--- src/rtl/msr_wr_pkg.sv ---
package msr_wr_pkg;
  localparam int unsigned MSR_W = 64;
  localparam int unsigned OP_W  = 2;

  typedef enum logic [OP_W-1:0] {
    OP_NONE = 2'd0,
    OP_MT32 = 2'd1,
    OP_MT64 = 2'd2,
    OP_MF   = 2'd3
  } msr_op_e;

  // big-endian bit number -> vector index
  function automatic int unsigned be(input int unsigned k);
    return MSR_W - 1 - k;
  endfunction

  function automatic logic [MSR_W-1:0] be_span(input int unsigned lo, input int unsigned hi);
    logic [MSR_W-1:0] m;
    m = '0;
    for (int unsigned k = 0; k < MSR_W; k++)
      if (k >= lo && k <= hi) m[MSR_W-1-k] = 1'b1;
    return m;
  endfunction
endpackage

--- src/rtl/msr_copy_mask.sv ---
module msr_copy_mask
  import msr_wr_pkg::*;
(
  input  logic             wr_i,
  input  logic             full_i,
  input  logic             light_i,
  input  logic             ts_upd_i,
  output logic [MSR_W-1:0] mask_o
);
  localparam logic [MSR_W-1:0] M_BASE  = be_span(32, 47) | be_span(49, 50) |
                                         be_span(52, 57) | be_span(60, 62);
  localparam logic [MSR_W-1:0] M_PR    = be_span(48, 48) | be_span(58, 59);
  localparam logic [MSR_W-1:0] M_EXT   = be_span(0, 2) | be_span(4, 28);
  localparam logic [MSR_W-1:0] M_TS    = be_span(29, 31);
  localparam logic [MSR_W-1:0] M_LIGHT = be_span(48, 48) | be_span(62, 62);

  always_comb begin
    if (!wr_i)        mask_o = '0;
    else if (light_i) mask_o = M_LIGHT;
    else              mask_o = M_BASE | M_PR | (full_i ? M_EXT : '0) | (ts_upd_i ? M_TS : '0);
  end
endmodule

--- src/rtl/msr_ts_guard.sv ---
module msr_ts_guard (
  input  logic [2:0] old_ts_i,
  input  logic [2:0] src_ts_i,
  input  logic       full_i,
  input  logic       light_i,
  output logic       upd_o
);
  logic blocked;
  assign blocked = (old_ts_i == 3'b010) && (src_ts_i == 3'b000);
  assign upd_o   = full_i && !light_i && !blocked;

  always_comb begin
    p_guard_block_r7: assert (!(old_ts_i == 3'b010 && src_ts_i == 3'b000) || !upd_o)
      else $error("ts guard let a blocked update through");
  end
endmodule

--- src/rtl/msr_pr_force.sv ---
module msr_pr_force
  import msr_wr_pkg::*;
(
  input  logic             en_i,
  input  logic [MSR_W-1:0] src_i,
  output logic [MSR_W-1:0] src_o
);
  localparam int unsigned N_FORCED = 3;
  localparam int unsigned FORCED_BITS [N_FORCED] = '{48, 58, 59};
  localparam int unsigned PR_IDX = MSR_W - 1 - 49;

  logic pr;
  assign pr = en_i & src_i[PR_IDX];

  for (genvar i = 0; i < MSR_W; i++) begin : g_bit
    logic hit;
    always_comb begin
      hit = 1'b0;
      for (int j = 0; j < N_FORCED; j++)
        if (MSR_W - 1 - FORCED_BITS[j] == i) hit = 1'b1;
    end
    assign src_o[i] = src_i[i] | (hit & pr);
  end
endmodule

--- src/rtl/msr_write_unit.sv ---
module msr_write_unit
  import msr_wr_pkg::*;
(
  input  logic [63:0] msr_i,
  input  logic [63:0] src_i,
  input  logic [1:0]  op_i,
  input  logic        light_i,
  output logic [63:0] msr_o,
  output logic        wr_valid_o,
  output logic [63:0] rd_data_o
);
  localparam int unsigned I_TS_HI = MSR_W - 1 - 29;
  localparam int unsigned I_TS_LO = MSR_W - 1 - 31;
  localparam int unsigned I_B3    = MSR_W - 1 - 3;
  localparam int unsigned I_B48   = MSR_W - 1 - 48;
  localparam int unsigned I_B49   = MSR_W - 1 - 49;
  localparam int unsigned I_B51   = MSR_W - 1 - 51;
  localparam int unsigned I_B58   = MSR_W - 1 - 58;
  localparam int unsigned I_B59   = MSR_W - 1 - 59;
  localparam int unsigned I_B62   = MSR_W - 1 - 62;
  localparam int unsigned I_B63   = MSR_W - 1 - 63;

  logic             is_mt32, is_mt64, is_mf, wr;
  logic             ts_upd;
  logic [MSR_W-1:0] copy_mask, src_eff;

  assign is_mt32    = (op_i == OP_MT32);
  assign is_mt64    = (op_i == OP_MT64);
  assign is_mf      = (op_i == OP_MF);
  assign wr         = is_mt32 | is_mt64;
  assign wr_valid_o = wr;
  assign rd_data_o  = is_mf ? msr_i : '0;

  msr_ts_guard i_ts_guard (
    .old_ts_i (msr_i[I_TS_HI:I_TS_LO]),
    .src_ts_i (src_i[I_TS_HI:I_TS_LO]),
    .full_i   (is_mt64),
    .light_i  (light_i),
    .upd_o    (ts_upd)
  );

  msr_copy_mask i_copy_mask (
    .wr_i     (wr),
    .full_i   (is_mt64),
    .light_i  (light_i),
    .ts_upd_i (ts_upd),
    .mask_o   (copy_mask)
  );

  msr_pr_force i_pr_force (
    .en_i  (wr & ~light_i),
    .src_i (src_i),
    .src_o (src_eff)
  );

  for (genvar i = 0; i < MSR_W; i++) begin : g_merge
    assign msr_o[i] = copy_mask[i] ? src_eff[i] : msr_i[i];
  end

  always_comb begin
    p_hold_r2: assert (wr_valid_o || msr_o == msr_i)
      else $error("msr changed without write strobe");
    p_fixed_bits_r9: assert (msr_o[I_B51] == msr_i[I_B51] && msr_o[I_B63] == msr_i[I_B63])
      else $error("bit 51 or 63 changed");
    p_keep_bit3_r6: assert (msr_o[I_B3] == msr_i[I_B3])
      else $error("bit 3 changed");
    p_upper_keep_r5: assert (!is_mt32 || msr_o[MSR_W-1:MSR_W-32] == msr_i[MSR_W-1:MSR_W-32])
      else $error("narrow form touched bits 0-31");
    p_pr_force_r3: assert (!(wr && !light_i && src_i[I_B49]) ||
                           (msr_o[I_B48] && msr_o[I_B58] && msr_o[I_B59]))
      else $error("problem state did not force enables");
    p_light_only_r8: assert (!(wr && light_i) ||
                             (((msr_o ^ msr_i) & ~((64'd1 << I_B48) | (64'd1 << I_B62))) == '0))
      else $error("light update touched other bits");
    p_rd_idle_r1: assert (is_mf || rd_data_o == '0)
      else $error("read port active outside move-from");
  end
endmodule

--- config.mk ---
export PLATFORM = sky130hd
export DESIGN_NAME = msr_write_unit
export DESIGN_NICKNAME = d
export VERILOG_FILES = /design/src/rtl/msr_wr_pkg.sv /design/src/rtl/msr_copy_mask.sv /design/src/rtl/msr_ts_guard.sv /design/src/rtl/msr_pr_force.sv /design/src/rtl/msr_write_unit.sv
export SDC_FILE = /design/constraint.sdc
export NUM_CORES = 1
export LEC_CHECK = 0
export BUFFER_PORTS_ARGS = -buffer_cell sky130_fd_sc_hd__buf_4
export CORE_AREA = 5 5 96 98
export DETAILED_ROUTE_END_ITERATION = 7
export DIE_AREA = 0 0 101 103
export GPL_TIMING_DRIVEN = 0
export REMOVE_ABC_BUFFERS = 1
export SETUP_SLACK_MARGIN = 0.1
export SLEW_MARGIN = 10
export SYNTH_ARGS = -nofsm -noshare
export SYNTH_HDL_FRONTEND = slang
export SYNTH_SLANG_ARGS = --single-unit
--- constraint.sdc ---
create_clock -name vclk -period 4.6
set_input_delay 0.69 -clock vclk [all_inputs]
set_output_delay 0.69 -clock vclk [all_outputs]
set_load 0.01 [all_outputs]
==> summary.md <==
| Metric | Value |
|---|---|
| Synthesis-to-finish area growth | 161% |
| Grt ovf | 0 |
| Mux contribution to synthesized area | 51.1% |
| Vias in the first global route | 2,004 |
| WL final | around 7400 µm |
| Power per Cell Area | 99.0 mW/mm² |
| Mean post-synth cell area | around 8 µm² |
| Internal | around 0.2 mW |
| Final HPWL from detailed placement | ~6600 µm |
| RSZ-0062 raised after global routing | false |
| Compound-Gate Fraction of Synth Area | 2.99% |
| Fin crit period | around 3.4 ns |
| Cell row count | 34 |
| Fillers | 855 |
| Global-route wire length before repair | 10,100 µm |
| Comb pwr share | between 90% and 100% |
| Total global-route track usage | around an eighth |
| Adder-cell share of the synthesized area | 1.99% |
| Share of post-route cells with drive strength above 1 | 80.2% |
| Area of the mapped netlist | between 0.001 and 0.0015 mm² |
| Worst slew pin tran | 0.787 ns |
| Post-DP Area | approximately 0.0033 mm² |
| Ys Warns | 0 |
| Diode count | 0 |
| Total die area | between 0.01 and 0.015 mm² |
| Initial Util | between 10 and 15% |
| Detailed Route Iter0 Violations | 15 |
| WL/cell | about 15 µm |
| Fmax | slightly below 0.3 GHz |
| Leading area contributor after synthesis | mux2_2 |
| NetSw | ~0.12 mW |
| Nets | 533 |
| XOR/XNOR Fraction of Synth Area | 0% |
| VDD IR-drop max | between 0.00004 and 0.00005 V |
| Slowest-stage cell, CP | nor3b_4 |
| Final instance area | ~0.0033 mm² |
| Register area | 0 µm² |
| Max stage delay on crit path | around 0.67 ns |
| Simple-gate share of the synthesized area | between 30% and 40% |
| Dominant cells by area after synthesis | mux2_2 (51%), and2_1 (32%), buf_6 (2.7%) |
| Post-route ant nets | 0 |
| Synth Instances | 155 |
| Seq/Total Area, Yosys | 0% |
| Crit path kind | in2out |
| Most used cell, CP | buf_4 |
| GP Congestion | ~0.7 |
| Drt drc | 0 |
| Die height | 103 µm |
| Largest net degree at the start of global routing | 34 |
| Clock buf count | 0 |
| Post-cts resize count | 0 |
| Crit path required time | roughly 4 ns |
| Setup crit end kind | output port |
| Die Span X | 101 µm |
| MaxCap Viol Count | 0 |
| Clock share of power | 0% |
| PortBufs | between 200 and 300 |
| Worst endpoint data arrival time | between 2 and 3 ns |
| Hold Crit Class | in2out |
| Post-synth cell types | 15 |
| Largest family of logic cells by synthesized area | multiplexers |
| Setup_tns | 0 ns |
| Startpoint types | primary input |
| Via density | 4.08 |
| Sequential cell count | 0 |
| Relative slew slack | between 40% and 50% |
| Top cell type's share of synthesized area | 51.1% |
| Number of hold buffers added after CTS | 0 |
| Max-slew violation count | 0 |
| Core area | 0.00838 mm² |
| Flop pwr share | 0% |
| DR vias | 2,066 |
| Final setup fails | 0 |
| Hold Fails Final Rpt | 0 |
| First-pass DRT Iterations | 4 |
| I/O pin count | 260 |
| Crit share post-route | ~73% |
| P_leak | approximately 1.7 nW |
| Total power | approximately 0.32 mW |
| Worst-path maximum fanout | 19 |
| Hold_sp | msr_i[12] |
| Sw Share | a little under two fifths |
| Initial antenna violation count | 0 |
| Worst Setup SP | op_i[0] |
| Status | finished clean |
| Setup repair bufs after CTS | 0 |
| Critical Path, Cell by Cell | buf_4, inv_1, ha_1, nor3b_4, buf_8, mux2_2, buf_4 |
## path summary, 6_finish.rpt
check	slack (ns)	depth (start not counted)	to
worst max-delay path	1.22	7	msr_o[53]
worst min-delay path	1.57	2	msr_o[12]
## area by class of cell
cell class                 count  area (µm²)  area share, %
inverter                       3        11.3          0.344
multi-input combinational    136        1160           35.3
tap                          108         135           4.13
timing repair buffer         259        1970           60.2
## per-stage QoR
stage | cells | util [%] | setup slack (ns) | hold WS (ns)
after floorplan | 139 | - | 1.10 | 1.38
after global placement | 504 | 38.4 | 0.290 | 1.57
after detailed placement | 506 | 39.1 | 1.20 | 1.57
after CTS | 506 | 39.1 | 1.20 | 1.57
after global routing | 506 | 39.1 | 1.11 | 1.57
final | 506 | 39.1 | 1.22 | 1.57
## power by group through the flow
stage,Combinational [mW],Clock [mW],Sequential (mW)
5_1_grt,0.350,0,0
3_3_place_gp,0.323,0,0
3_5_place_dp,0.329,0,0
2_1_floorplan,0.118,0,0
6_report,0.324,0,0
4_1_cts,0.330,0,0
## critical path, delay by kind of cell
kind	cells	cell delay (ns)
adders and majority gates	1	0.41
buffers and inverters	4	0.55
muxes	1	0.37
and+or+nand+nor	1	0.67
## kinds of logic (layout without fill, tap and decap cells)
logic type	count (synthesis)	in the layout
simple gates	71	71
buf+inv	19	262
compound gates	6	6
mux	57	57
fa+ha+maj	2	2
## cell usage after synthesis
master    count
a21oi_1       3
nor2_1        5
nand2_1       1
a22o_1        1
nor3b_4       1
inv_1         3
buf_6         3
ha_1          2
o21ai_0       1
buf_2         3
clkbuf_1      7
o41ai_1       1
buf_4         3
mux2_2       57
and2_1       64
## layout by cell type (no fill, tap or decap)
| master | Yosys | routed |
|---|---|---|
| buf_4 | 3 | 257 |
| and2_1 | 64 | 64 |
| mux2_2 | 57 | 57 |
| nor2_1 | 5 | 4 |
| inv_1 | 3 | 3 |
| a21oi_1 | 3 | 3 |
| nor2_4 | 0 | 1 |
| nand2_1 | 1 | 1 |
| o21ai_0 | 1 | 1 |
| nor3b_4 | 1 | 1 |
| o41ai_1 | 1 | 1 |
| a22o_1 | 1 | 1 |
| ha_1 | 2 | 1 |
| ha_2 | 0 | 1 |
| buf_16 | 0 | 1 |
| buf_8 | 0 | 1 |
## routing by layer
| layer | global-route usage, % | vias up | share of wire [%] |
|---|---|---|---|
| met2 | 22.4 | 150 | 51 |
| li1 | - | 1012 | - |
| met3 | 4.19 | 2 | 14 |
| met5 | 0 | - | 0 |
| met1 | 13.1 | 902 | 35 |
| met4 | 0.613 | 0 | 0.54 |
Note: power is estimated with default switching activity, not from simulation.
